===== src/rtl/tri_add_pkg.sv =====
package tri_add_pkg;

  localparam int NUM_OPS = 3;

  typedef enum logic [1:0] {
    FORM_REG   = 2'd0,
    FORM_CONST = 2'd1,
    FORM_IMM   = 2'd2,
    FORM_RSVD  = 2'd3
  } form_e;

  typedef enum logic [1:0] {
    HALF_FULL = 2'd0,
    HALF_LOW  = 2'd1,
    HALF_HIGH = 2'd2,
    HALF_BAD  = 2'd3
  } half_e;

  typedef enum logic [1:0] {
    SHIFT_NONE  = 2'd0,
    SHIFT_RIGHT = 2'd1,
    SHIFT_LEFT  = 2'd2,
    SHIFT_KEEP  = 2'd3
  } shift_e;

  // Strobes from control to datapath
  typedef struct packed {
    logic load;     // capture a new result
    logic useHalf;  // apply halfword codes
    logic shRight;  // shift A+B right
    logic shLeft;   // shift A+B left
    logic zeroOut;  // suppress result, flag unsupported
  } ctl_t;

endpackage


===== src/rtl/tri_add_ctrl.sv =====
module tri_add_ctrl
  import tri_add_pkg::*;
(
  input  logic                    clk,
  input  logic                    rst,
  input  logic                    inValid,
  input  logic [1:0]              formSel,
  input  logic [NUM_OPS-1:0][1:0] halfVec,
  input  logic [1:0]              shiftMode,
  output ctl_t                    ctl,
  output logic                    outValid
);

  logic isReg;
  logic badHalf;

  always_comb begin
    isReg   = (formSel == FORM_REG);
    badHalf = 1'b0;
    for (int i = 0; i < NUM_OPS; i++) begin
      if (halfVec[i] == HALF_BAD) badHalf = 1'b1;
    end
  end

  always_comb begin
    ctl.load    = inValid;
    ctl.useHalf = isReg;
    ctl.shRight = isReg && (shiftMode == SHIFT_RIGHT);
    ctl.shLeft  = isReg && (shiftMode == SHIFT_LEFT);
    ctl.zeroOut = isReg && badHalf;
  end

  always_ff @(posedge clk) begin
    if (rst) outValid <= 1'b0;
    else     outValid <= inValid;
  end

  // valid follows the accepted operation by one cycle
  assert_latency_R8: assert property (@(posedge clk) disable iff (rst)
    inValid |=> outValid);
  assert_idle_R8: assert property (@(posedge clk) disable iff (rst)
    !inValid |=> !outValid);

endmodule


===== src/rtl/tri_add_dp.sv =====
module tri_add_dp
  import tri_add_pkg::*;
#(
  parameter int W = 32
) (
  input  logic                    clk,
  input  logic                    rst,
  input  ctl_t                    ctl,
  input  logic [NUM_OPS-1:0][W-1:0] opVec,
  input  logic [NUM_OPS-1:0][1:0] halfVec,
  input  logic [NUM_OPS-1:0]      negVec,
  output logic [W-1:0]            result,
  output logic                    unsupported
);

  localparam int HALF = W / 2;

  logic [NUM_OPS-1:0][W-1:0] condOp;
  logic [W-1:0] pairSum;
  logic [W-1:0] shiftedSum;
  logic [W-1:0] total;

  // Per-operand conditioning: narrow first, then negate
  for (genvar i = 0; i < NUM_OPS; i++) begin : g_op
    logic [W-1:0] cut;
    always_comb begin
      cut = opVec[i];
      if (ctl.useHalf) begin
        case (halfVec[i])
          HALF_LOW:  cut = {{(W-HALF){1'b0}}, opVec[i][HALF-1:0]};
          HALF_HIGH: cut = {{(W-HALF){1'b0}}, opVec[i][W-1:HALF]};
          HALF_BAD:  cut = '0;
          default:   cut = opVec[i];
        endcase
      end
    end
    assign condOp[i] = negVec[i] ? -cut : cut;
  end

  always_comb begin
    pairSum = condOp[0] + condOp[1];
    if (ctl.shRight)     shiftedSum = pairSum >> HALF;
    else if (ctl.shLeft) shiftedSum = pairSum << HALF;
    else                 shiftedSum = pairSum;
    total = shiftedSum + condOp[2];
  end

  always_ff @(posedge clk) begin
    if (rst) begin
      result      <= '0;
      unsupported <= 1'b0;
    end else if (ctl.load) begin
      result      <= ctl.zeroOut ? '0 : total;
      unsupported <= ctl.zeroOut;
    end
  end

  // no load, no change
  assert_hold_R9: assert property (@(posedge clk) disable iff (rst)
    !ctl.load |=> ($stable(result) && $stable(unsupported)));
  // flagged results are zero
  assert_err_zero_R7: assert property (@(posedge clk) disable iff (rst)
    unsupported |-> (result == '0));
  // forms without halfword handling never flag
  assert_no_flag_R6: assert property (@(posedge clk) disable iff (rst)
    (ctl.load && !ctl.useHalf) |=> !unsupported);

endmodule


===== src/rtl/tri_add_unit.sv =====
module tri_add_unit
  import tri_add_pkg::*;
#(
  parameter int W = 32
) (
  input  logic         clk,
  input  logic         rst,
  input  logic         inValid,
  input  logic [1:0]   formSel,
  input  logic [W-1:0] opA,
  input  logic [W-1:0] opB,
  input  logic [W-1:0] opC,
  input  logic [1:0]   halfA,
  input  logic [1:0]   halfB,
  input  logic [1:0]   halfC,
  input  logic [2:0]   negMask,
  input  logic [1:0]   shiftMode,
  output logic         outValid,
  output logic [W-1:0] sumOut,
  output logic         unsupportedOut
);

  ctl_t ctl;
  logic [NUM_OPS-1:0][W-1:0] opVec;
  logic [NUM_OPS-1:0][1:0]   halfVec;

  assign opVec   = {opC, opB, opA};
  assign halfVec = {halfC, halfB, halfA};

  tri_add_ctrl u_ctrl (
    .clk       (clk),
    .rst       (rst),
    .inValid   (inValid),
    .formSel   (formSel),
    .halfVec   (halfVec),
    .shiftMode (shiftMode),
    .ctl       (ctl),
    .outValid  (outValid)
  );

  tri_add_dp #(.W(W)) u_dp (
    .clk         (clk),
    .rst         (rst),
    .ctl         (ctl),
    .opVec       (opVec),
    .halfVec     (halfVec),
    .negVec      (negMask),
    .result      (sumOut),
    .unsupported (unsupportedOut)
  );

endmodule


===== config.mk =====
export PLATFORM = sky130hd
export DESIGN_NAME = tri_add_unit
export DESIGN_NICKNAME = d
export VERILOG_FILES = /design/src/rtl/tri_add_pkg.sv /design/src/rtl/tri_add_ctrl.sv /design/src/rtl/tri_add_dp.sv /design/src/rtl/tri_add_unit.sv
export SDC_FILE = /design/constraint.sdc
export NUM_CORES = 1
export LEC_CHECK = 0
export ABC_AREA = 1
export BUFFER_PORTS_ARGS = -buffer_cell sky130_fd_sc_hd__buf_2
export CAP_MARGIN = 30
export CORE_MARGIN = 4
export CORE_UTILIZATION = 49
export CTS_CLUSTER_SIZE = 14
export DETAILED_ROUTE_END_ITERATION = 6
export HOLD_SLACK_MARGIN = 0.1
export PLACE_DENSITY_LB_ADDON = 0.2
export SLEW_MARGIN = 20
export SYNTH_ARGS = -nofsm -noshare
export SYNTH_HDL_FRONTEND = slang
export SYNTH_SLANG_ARGS = --single-unit

===== constraint.sdc =====
create_clock -name clk -period 7 [get_ports clk]
set_clock_uncertainty 0.05 [all_clocks]
set_input_delay 2.1 -clock clk [delete_from_list [all_inputs] [get_ports clk]]
set_output_delay 2.1 -clock clk [all_outputs]
set_load 0.005 [all_outputs]

# [Word level (Yosys, flattened, before mapping)]
# Cells that the tools add are included.
# W data, S select, Z words.
[classes] mux=15 reduce_logical=4 add_sub_neg=5 eq_ne=11
[ops] operator="$mux W32" count=9
[ops] operator="$pmux W32 S3" count=3
[ops] operator="$neg A32 Y32" count=3
[ops] operator="$add A32 B32 Y32" count=2
[ops] operator="$eq A2 B2 Y1 const B" count=7
[ops] operator="$eq A2 B1 Y1 const B" count=4
[ops] operator="$logic_and A1 B1 Y1" count=3
[ops] operator="$mux W1" count=3
[ops] operator="$logic_not A2 Y1" count=1
[totals] input_bits=112 regBits=34 out_inout_bits=34 wordCells=38

# [Longest topological paths before layout]
# Gate-level depths: netlist of the first run.
[depth] word_depth=10 ltp_mapped=44 depth_no_buf=43

# [Hierarchy]
# A second synthesis of the first run with hierarchy kept.
[unflattened] hier_cells=1522 hier_area_um2=8548.2
[modules_own_cells] module="tri_add_dp" area_per_inst_um2=8450.6 seq_area_each_um2=660.6 n_inst=1 cells_each=1505
[modules_own_cells] module="tri_add_ctrl" area_per_inst_um2=97.6 seq_area_each_um2=20.0 n_inst=1 cells_each=17

# [Worst setup path after synthesis of the first run]
# Ideal clock, no wire load.
[synth_timing] kind="input -> register" startpoint="input formSel[1]" endpoint="register u_dp.result[21]" setup_time_ns=0.132 path_buffers=2 arrival_time_ns=7.099 path_stages=31 t_required_ns=6.818 setup_slack_ns=-0.281 cell_sequence="nor2_4 buf_6 buf_6 nand3_1 nand2_1 inv_1 ha_1 nand2_1 o21ai_0 fa_1 nand3_1 nand3_1 a21oi_1 o21ai_0 a21boi_1 o21ai_0 a21oi_1 o21bai_1 xnor2_1 o22ai_1 ha_1 a21oi_1 a21boi_0 o21ai_1 a21boi_0 o21bai_1 a21oi_1 o21ai_0 or2_2 nand3_1 a21oi_1"
[synth_via] elab_chain_cells=9 word_cells_on_any_way=18 cone_classes="add/sub (5); mux (9); reduce/logical (4)"
[synth_lines] element="start, declared" line_no="tri_add_unit.sv:9" text="input logic [1:0] formSel,"
[synth_lines] element="$logic_not A2 Y1 (*)" line_no="tri_add_ctrl.sv:18" text="isReg = (formSel == FORM_REG);"
[synth_lines] element="$mux W32" line_no="tri_add_dp.sv:28" text="if (ctl.useHalf) begin"
[synth_lines] element="$neg A32 Y32" line_no="tri_add_dp.sv:37" text="assign condOp[i] = negVec[i] ? -cut : cut;"
[synth_lines] element="$mux W32" line_no="tri_add_dp.sv:37"
[synth_lines] element="$add A32 B32 Y32" line_no="tri_add_dp.sv:41" text="pairSum = condOp[0] + condOp[1];"
[synth_lines] element="$mux W32" line_no="tri_add_dp.sv:43" text="else if (ctl.shLeft) shiftedSum = pairSum << HALF;"
[synth_lines] element="$mux W32" line_no="tri_add_dp.sv:42" text="if (ctl.shRight) shiftedSum = pairSum >> HALF;"
[synth_lines] element="$add A32 B32 Y32" line_no="tri_add_dp.sv:45" text="total = shiftedSum + condOp[2];"
[synth_lines] element="$mux W32 (*)" line_no="tri_add_dp.sv:53" text="result <= ctl.zeroOut ? '0 : total;"
[synth_lines] element="end signal, assigned" line_no="tri_add_dp.sv:53"
[synth_lines] element="end, declared" line_no="tri_add_dp.sv:12" text="output logic [W-1:0] result,"
# Mark *: on every way between the ends. The rest lies on a longest branch, timed or not.
# A chain may end at the register's enable or synchronous reset.

# [Worst setup path in the final report of the first run]
[layout_timing] startpoint="input formSel[1]" endpoint="register u_dp.result[26]"
# The elaborated chain is that of the path after synthesis.

==> flow_metrics.py, run 1 <==
metrics = {
    "pwr": {
        "power_frac_clock": 0.071,
        "pwr-share-comb": 0.864,
        "cellLeakagePower_uw": 0.00697,
        "power.switching_uw": 2170,
        "finalPower_uw": 4320,
        "sw_frac_of_total": 0.501,
        "seqPwrFrac": 0.065,
        "power.internal_uw": 2160,
        "vdd.ir_drop.worst_v": 0.000225,
        "power_density_nw_per_um2": 320,
    },
    "global_routing": {
        "antenna_found_initial": 1,
        "grt_start_max_net_pins": 35,
        "grt_first_pass_wirelength_um": 50000,
        "grt.total_usage": 0.333,
        "overflow": 0,
        "first_global_vias": 10135,
    },
    "placed_design": {
        "place_congestion": 1.07,
        "port_buffers": 145,
        "placed_cells": 2059,
        "hpwl_um": 25800,
    },
    "layout": {
        "fin_nets": 2087,
        "antenna_cells": 0,
        "finish.cell_count_without_fillers": 2125,
        "most_common_library_cell_in_the_layout_ignoring_fill_and_taps": "sky130_fd_sc_hd__buf_4",
        "multi_input_comb_area_um2": 7980,
        "fillCellCount": 945,
        "sequential_cell_area_um2": 681,
        "layout_common_cells": "353 x sky130_fd_sc_hd__buf_4, 304 x sky130_fd_sc_hd__nand2_1, 177 x sky130_fd_sc_hd__inv_1, 143 x sky130_fd_sc_hd__buf_2, 111 x sky130_fd_sc_hd__nor2_1",
        "layout-area-overhead-vs-synth_pct": 67.9,
        "proportion_of_layout_cells_with_a_drive_suffix_above_1": 0.440,
    },
    "critical_path": {
        "worst_setup_path_start_kind": "primary input",
        "worstSetupStartpoint": "formSel[1]",
        "slowest_delay_ns": 0.44,
        "reg2reg_setup_slack_ns": 6.27,
        "worst-endpoint-required_ns": 7.12,
        "cpMaxStageDelayCell": "sky130_fd_sc_hd__ha_2",
        "worst-endpoint-arrival_ns": 8.01,
        "path_buf_inv": 6,
        "timing.critical_path.max_delay_family": "simple AND/OR/NAND/NOR gates",
        "start_of_the_worst_register_to_register_path": "u_dp.result[30]",
        "crit_type": "in2reg",
        "critical_path_maximum_fanout": 4,
        "cp-end-kind": "flop",
    },
    "floorplanning": {
        "core_rows": 46,
        "overall_die_height_um": 136,
        "die_width_um": 136,
        "pin_count": 146,
        "initial_utilization": 0.503,
        "floorplan.core_area_um2": 16000,
        "floorplan.die_area_um2": 18500,
    },
    "timing": {
        "final_max_slew_viol_count": 0,
        "timing.fmax_mhz": 127,
        "layout_worst_path_cycle_share": 1.13,
        "worst-slew-pin-transition_ns": 0.850,
        "report.final.hold_viol_count": 0,
        "final_hold_slack_ns": 0.406,
        "grt_setup_unrepaired": "yes",
        "timing.final.setup_violations": 27,
        "worst_slew_margin_rel": 0.433,
        "finalWorstPathRequiredPeriod_ns": 7.89,
        "setup_ws_ns": -0.890,
    },
    "status": {
        "status": "complete, but fails checks",
        "violations": "design-rule violations, negative setup slack",
    },
    "clocking": {
        "clock_tree_from_tritoncts": "done",
        "cts_buffers": 5,
        "clock-sinks": 34,
        "cts-htree-levels": 2,
        "clock_slew_at_the_register_clock_pins_of_the_worst_setup_and_hold_paths_ns": 0.08,
        "clock_path_buffers": 2,
        "cts.root.buffer_cell": "sky130_fd_sc_hd__clkbuf_16",
        "insertion_delay_ns": 0.29,
    },
    "routing": {
        "post-route-drc-count": 111,
        "wl_per_cell_um": 19.3,
        "drtIter0Drc": 1610,
        "vias_per_cell": 5.94,
        "routed_wl_um": 40900,
        "num_vias": 12617,
        "drt_first_pass_iters": 7,
        "antenna_violating_nets_post_route": 0,
    },
    "logic_synthesis": {
        "asyncSetResetFlopFracSynth": 0,
        "synth_fp_nets": 1600,
        "post_synth_num_cell_types": 49,
        "synth_ff_type": "sky130_fd_sc_hd__dfxtp_1",
        "avgSynthCellArea_um2": 5.66,
        "synthesis.area_um2": 8040,
        "proportion_of_synthesized_chip_area_in_sequential_cells": 0.0846,
        "number_of_enable_type_register_cells_in_the_synthesized_netlist": 0,
        "synth-seq-cells": 34,
        "ys.warnings.count": 0,
        "synthCells": 1421,
    },
    "worst_hold_path": {
        "hold_path_startpoint": "u_dp.result[11]",
        "timing.hold.worst.class": "reg2reg",
    },
    "flow_run": {
        "max_cap_violations": 0,
    },
}
==> worst reg2reg max path: cells and delay by family, from the launching register on <==
kind,cells,cell delay [ns]
compound gates,1,0.14
simple gates,1,0.07
flops,1,0.40
==> power groups by stage <==
stage | clock network (µW) | registers (µW) | logic, µW
3_3_place_gp | 0 | 280 | 2480
4_1_cts | 295 | 278 | 2770
6_report | 307 | 281 | 3740
3_5_place_dp | 0 | 281 | 2530
2_1_floorplan | 0 | 287 | 1340
5_1_grt | 311 | 285 | 3870
==> registers in the layout, indices dropped and copies added, names as in the netlist <==
name,flops
u_dp.unsupported,1
u_dp.result,32
u_ctrl.outValid,1
==> cells in the mapped netlist (12+ instances only) <==
master | number | share of area
sky130_fd_sc_hd__o21ai_0 | 94 | 0.058
sky130_fd_sc_hd__nor2_1 | 134 | 0.063
sky130_fd_sc_hd__xor2_1 | 68 | 0.074
sky130_fd_sc_hd__xnor2_1 | 50 | 0.054
sky130_fd_sc_hd__o21ai_1 | 14 | 0.0087
sky130_fd_sc_hd__o22ai_1 | 12 | 0.0093
sky130_fd_sc_hd__nand4_1 | 14 | 0.011
sky130_fd_sc_hd__a31oi_1 | 13 | 0.010
sky130_fd_sc_hd__nand2_1 | 355 | 0.17
sky130_fd_sc_hd__ha_1 | 65 | 0.10
sky130_fd_sc_hd__dfxtp_1 | 34 | 0.085
sky130_fd_sc_hd__clkbuf_1 | 23 | 0.011
sky130_fd_sc_hd__a21oi_1 | 119 | 0.074
sky130_fd_sc_hd__or2_2 | 19 | 0.015
sky130_fd_sc_hd__inv_1 | 192 | 0.090
sky130_fd_sc_hd__nand3_1 | 93 | 0.058
==> routing by layer <==
layer	up-vias	share of wire	GRT usage
li1	5594	-	-
met1	5604	0.37	0.472
met2	1069	0.43	0.522
met3	348	0.13	0.0666
met4	2	0.074	0.0705
met5	-	0.00032	0
==> final cells by class <==
type / count / area share
Clock buffer: 5 / 0.00926
Clock inverter: 3 / 0.00509
Inverter: 202 / 0.0565
Multi-Input combinational cell: 1148 / 0.591
Sequential cell: 34 / 0.0504
Tap cell: 216 / 0.0200
Timing Repair Buffer: 517 / 0.268
==> repair_timing <==
| item | 4_1_cts | 5_1_grt |
|---|---|---|
| hold buffers | 0 | 0 |
| endpoints found under the setup margin | 24 | 26 |
| hold endpoints to repair | 0 | 0 |
| setup buffers | 17 | 42 |
| pin swaps | 47 | 121 |
| resized for setup | 101 | 263 |
==> worst paths after layout <==
path / cells after the start / endpoint
worst min register to register: 2 / u_dp.result[11]
worst min-delay path: 2 / u_dp.result[11]
worst max-delay path: 41 / u_dp.result[26]
worst max register to register: 2 / u_dp.result[30]
==> cell families (layout without fill, tap and decap cells) <==
family	after synthesis	count (layout)	share of synthesized area
compound gates	300	300	0.207
xor+xnor	118	118	0.128
fa+ha+maj	67	67	0.106
buf+inv	239	727	0.118
flops	34	34	0.0846
simple gates	663	663	0.356
==> through the flow <==
stage	worst slack, ns	setup TNS (ns)	utilization	cell area [µm²]
floorplan	-0.0247	-0.0262	-	8110
global placement	-0.760	-14.36	0.705	11300
detailed placement	-0.876	-16.15	0.705	11300
CTS	-0.222	-2.19	0.747	11900
global route	-1.07	-20.69	0.844	13500
finish	-0.890	-17.41	0.844	13500
Power figures use the tool's default switching activity.
==> run 2: changes to the inputs <==
- SKIP_LAST_GASP: not set -> 1
- clock period: 7 -> 7.5 ns (I/O delays scaled with it)
==> run 2 against run 1 <==
The run still ends with design-rule violations, negative setup slack left. Non-clock buffer count fell by 38. Sequential share of layout area is 0.34 points higher. Setup slack improved by 0.20 ns. Hold slack improved by 0.0062 ns. Critical path depth up 2. Final area fell by 6.3%. Die area unchanged. Clock power down 11%.
==> flow_metrics.py, run 2 (synthesized netlist as in run 1, its figures left out) <==
metrics = {
    "status": {
        "status": "complete, but fails checks",
        "violations": "design-rule violations, negative setup slack",
    },
    "critical_path": {
        "cpMaxStageDelayCell": "sky130_fd_sc_hd__a21oi_1",
        "worst_reg_to_reg_cells": 2,
        "crit_end": "u_dp.result[27]",
        "cp-end-kind": "flop",
        "start_of_the_worst_register_to_register_path": "u_dp.result[27]",
        "path_buf_inv": 8,
        "crit_type": "in2reg",
        "timing.critical_path.max_delay_family": "simple AND/OR/NAND/NOR gates",
        "critical_path_maximum_fanout": 3,
        "worst-endpoint-arrival_ns": 8.33,
        "path_depth": 43,
        "worst-endpoint-required_ns": 7.64,
        "regToRegEndpoint": "u_dp.result[27]",
        "worst_setup_path_start_kind": "primary input",
        "worstSetupStartpoint": "formSel[1]",
        "slowest_delay_ns": 0.44,
        "reg2reg_setup_slack_ns": 6.71,
    },
    "clocking": {
        "clock_slew_at_the_register_clock_pins_of_the_worst_setup_and_hold_paths_ns": 0.06,
        "clock_tree_from_tritoncts": "done",
        "clock-sinks": 34,
        "cts-htree-levels": 2,
        "insertion_delay_ns": 0.28,
        "cts.root.buffer_cell": "sky130_fd_sc_hd__clkbuf_16",
        "hold_buffers": 0,
        "cts_buffers": 5,
        "clock_path_buffers": 2,
    },
    "layout": {
        "multi_input_comb_area_um2": 7430,
        "fillCellCount": 1190,
        "max_reg_flops": 32,
        "finish.cell_count_without_fillers": 2087,
        "top_regs": "u_dp.result x32, u_ctrl.outValid x1, u_dp.unsupported x1",
        "register_with_the_most_flip_flops": "u_dp.result",
        "most_common_library_cell_in_the_layout_ignoring_fill_and_taps": "sky130_fd_sc_hd__nand2_1",
        "antenna_cells": 0,
        "sequential_cell_area_um2": 681,
        "proportion_of_layout_cells_with_a_drive_suffix_above_1": 0.382,
        "layout-area-overhead-vs-synth_pct": 57.3,
        "fin_nets": 2049,
        "layout_common_cells": "329 x sky130_fd_sc_hd__nand2_1, 321 x sky130_fd_sc_hd__buf_4, 182 x sky130_fd_sc_hd__inv_1, 143 x sky130_fd_sc_hd__buf_2, 121 x sky130_fd_sc_hd__nor2_1",
    },
    "floorplanning": {
        "floorplan.core_area_um2": 16000,
        "initial_utilization": 0.503,
        "die_width_um": 136,
        "floorplan.die_area_um2": 18500,
        "pin_count": 146,
        "overall_die_height_um": 136,
        "core_rows": 46,
    },
    "global_routing": {
        "grt_start_max_net_pins": 35,
        "grt_first_pass_wirelength_um": 50500,
        "overflow": 0,
        "first_global_vias": 10179,
        "grt.total_usage": 0.337,
        "antenna_found_initial": 1,
    },
    "timing": {
        "finalWorstPathRequiredPeriod_ns": 8.19,
        "report.final.hold_viol_count": 0,
        "worst_slew_margin_rel": 0.402,
        "final_max_slew_viol_count": 0,
        "setup_ws_ns": -0.691,
        "grt_setup_unrepaired": "yes",
        "layout_worst_path_cycle_share": 1.09,
        "worst-slew-pin-transition_ns": 0.896,
        "timing.final.setup_violations": 20,
        "timing.fmax_mhz": 122,
    },
    "routing": {
        "num_vias": 11865,
        "drtIter0Drc": 1408,
        "wl_per_cell_um": 17.5,
        "routed_wl_um": 36600,
        "post-route-drc-count": 29,
        "antenna_violating_nets_post_route": 0,
        "vias_per_cell": 5.69,
        "drt_first_pass_iters": 7,
    },
    "pwr": {
        "pwr-share-comb": 0.857,
        "sw_frac_of_total": 0.495,
        "finalPower_uw": 3730,
        "power.switching_uw": 1850,
        "seqPwrFrac": 0.070,
        "power.internal_uw": 1890,
        "power_frac_clock": 0.073,
        "vdd.ir_drop.worst_v": 0.000195,
        "cellLeakagePower_uw": 0.00667,
        "power_density_nw_per_um2": 295,
    },
    "placed_design": {
        "port_buffers": 145,
        "placed_cells": 2030,
        "place_congestion": 1.04,
        "hpwl_um": 25800,
    },
    "worst_hold_path": {
        "hold_path_startpoint": "u_dp.result[28]",
        "timing.hold.worst.class": "reg2reg",
    },
    "flow_run": {
        "max_cap_violations": 0,
    },
}
-- run 2: cell count changes in the layout (fill, tap and decap cells not counted), sizes merged --
| cell | delta |
|---|---|
| buf | -38 |
-- run 2: layout make-up --
cell class / instances / area share
inverters: 202 / 0.0599
clock buffers: 5 / 0.00989
repair buffers: 479 / 0.263
clock inverters: 3 / 0.00544
well taps: 216 / 0.0214
multi-input cells: 1148 / 0.587
flip-flops and latches: 34 / 0.0538
-- run 2: per-layer routing --
layer / vias to the layer above / global-route usage / wire (µm)
met5: - / 0 / 15
met4: 2 / 0.0851 / 2100
met3: 220 / 0.0655 / 4750
met2: 854 / 0.506 / 15300
met1: 5264 / 0.491 / 14400
li1: 5525 / - / -
-- run 2: metrics by stage --
stage           util  worst slack, ns  instance area (µm²)  setup TNS (ns)  hold slack (ns)
3_5_place_dp   0.687           -0.862                11000          -14.56            0.404
3_3_place_gp   0.687           -0.678                11000          -10.51            0.400
5_1_grt        0.791           -0.911                12700          -13.13            0.427
6_report       0.791           -0.691                12700           -7.48            0.412
2_1_floorplan      -           0.0691                 8040               0            0.411
4_1_cts        0.732           -0.153                11700           -1.43            0.411
-- run 2: worst min path at each step --
stage                           end  slack, ns  depth (start not counted)
finish              u_dp.result[28]       0.41                          2
global route         u_dp.result[8]       0.43                          2
CTS                 u_dp.result[23]       0.41                          2
detailed placement  u_dp.result[29]       0.40                          2
global placement    u_dp.result[20]       0.40                          2
floorplan            u_dp.result[0]       0.41                          2
-- run 2: timing repair --
action | CTS | global route
cloned | 0 | 0
endpoints found under the setup margin | 21 | 25
gates resized for setup | 93 | 175
buffers inserted | 31 | 18
pin swaps | 37 | 79
-- run 2: worst register-to-register path, cell delays in order, from the launching register on --
cell                      delay, ns
sky130_fd_sc_hd__dfxtp_1       0.35
sky130_fd_sc_hd__nand2_1       0.09
sky130_fd_sc_hd__a21oi_1       0.21
-- run 2: power by group through the flow --
stage	sequential (µW)	clock (µW)	combinational, µW
6_report	261	274	3200
5_1_grt	265	281	3360
4_1_cts	259	272	2560
3_5_place_dp	263	0	2330
3_3_place_gp	261	0	2300
2_1_floorplan	268	0	1210
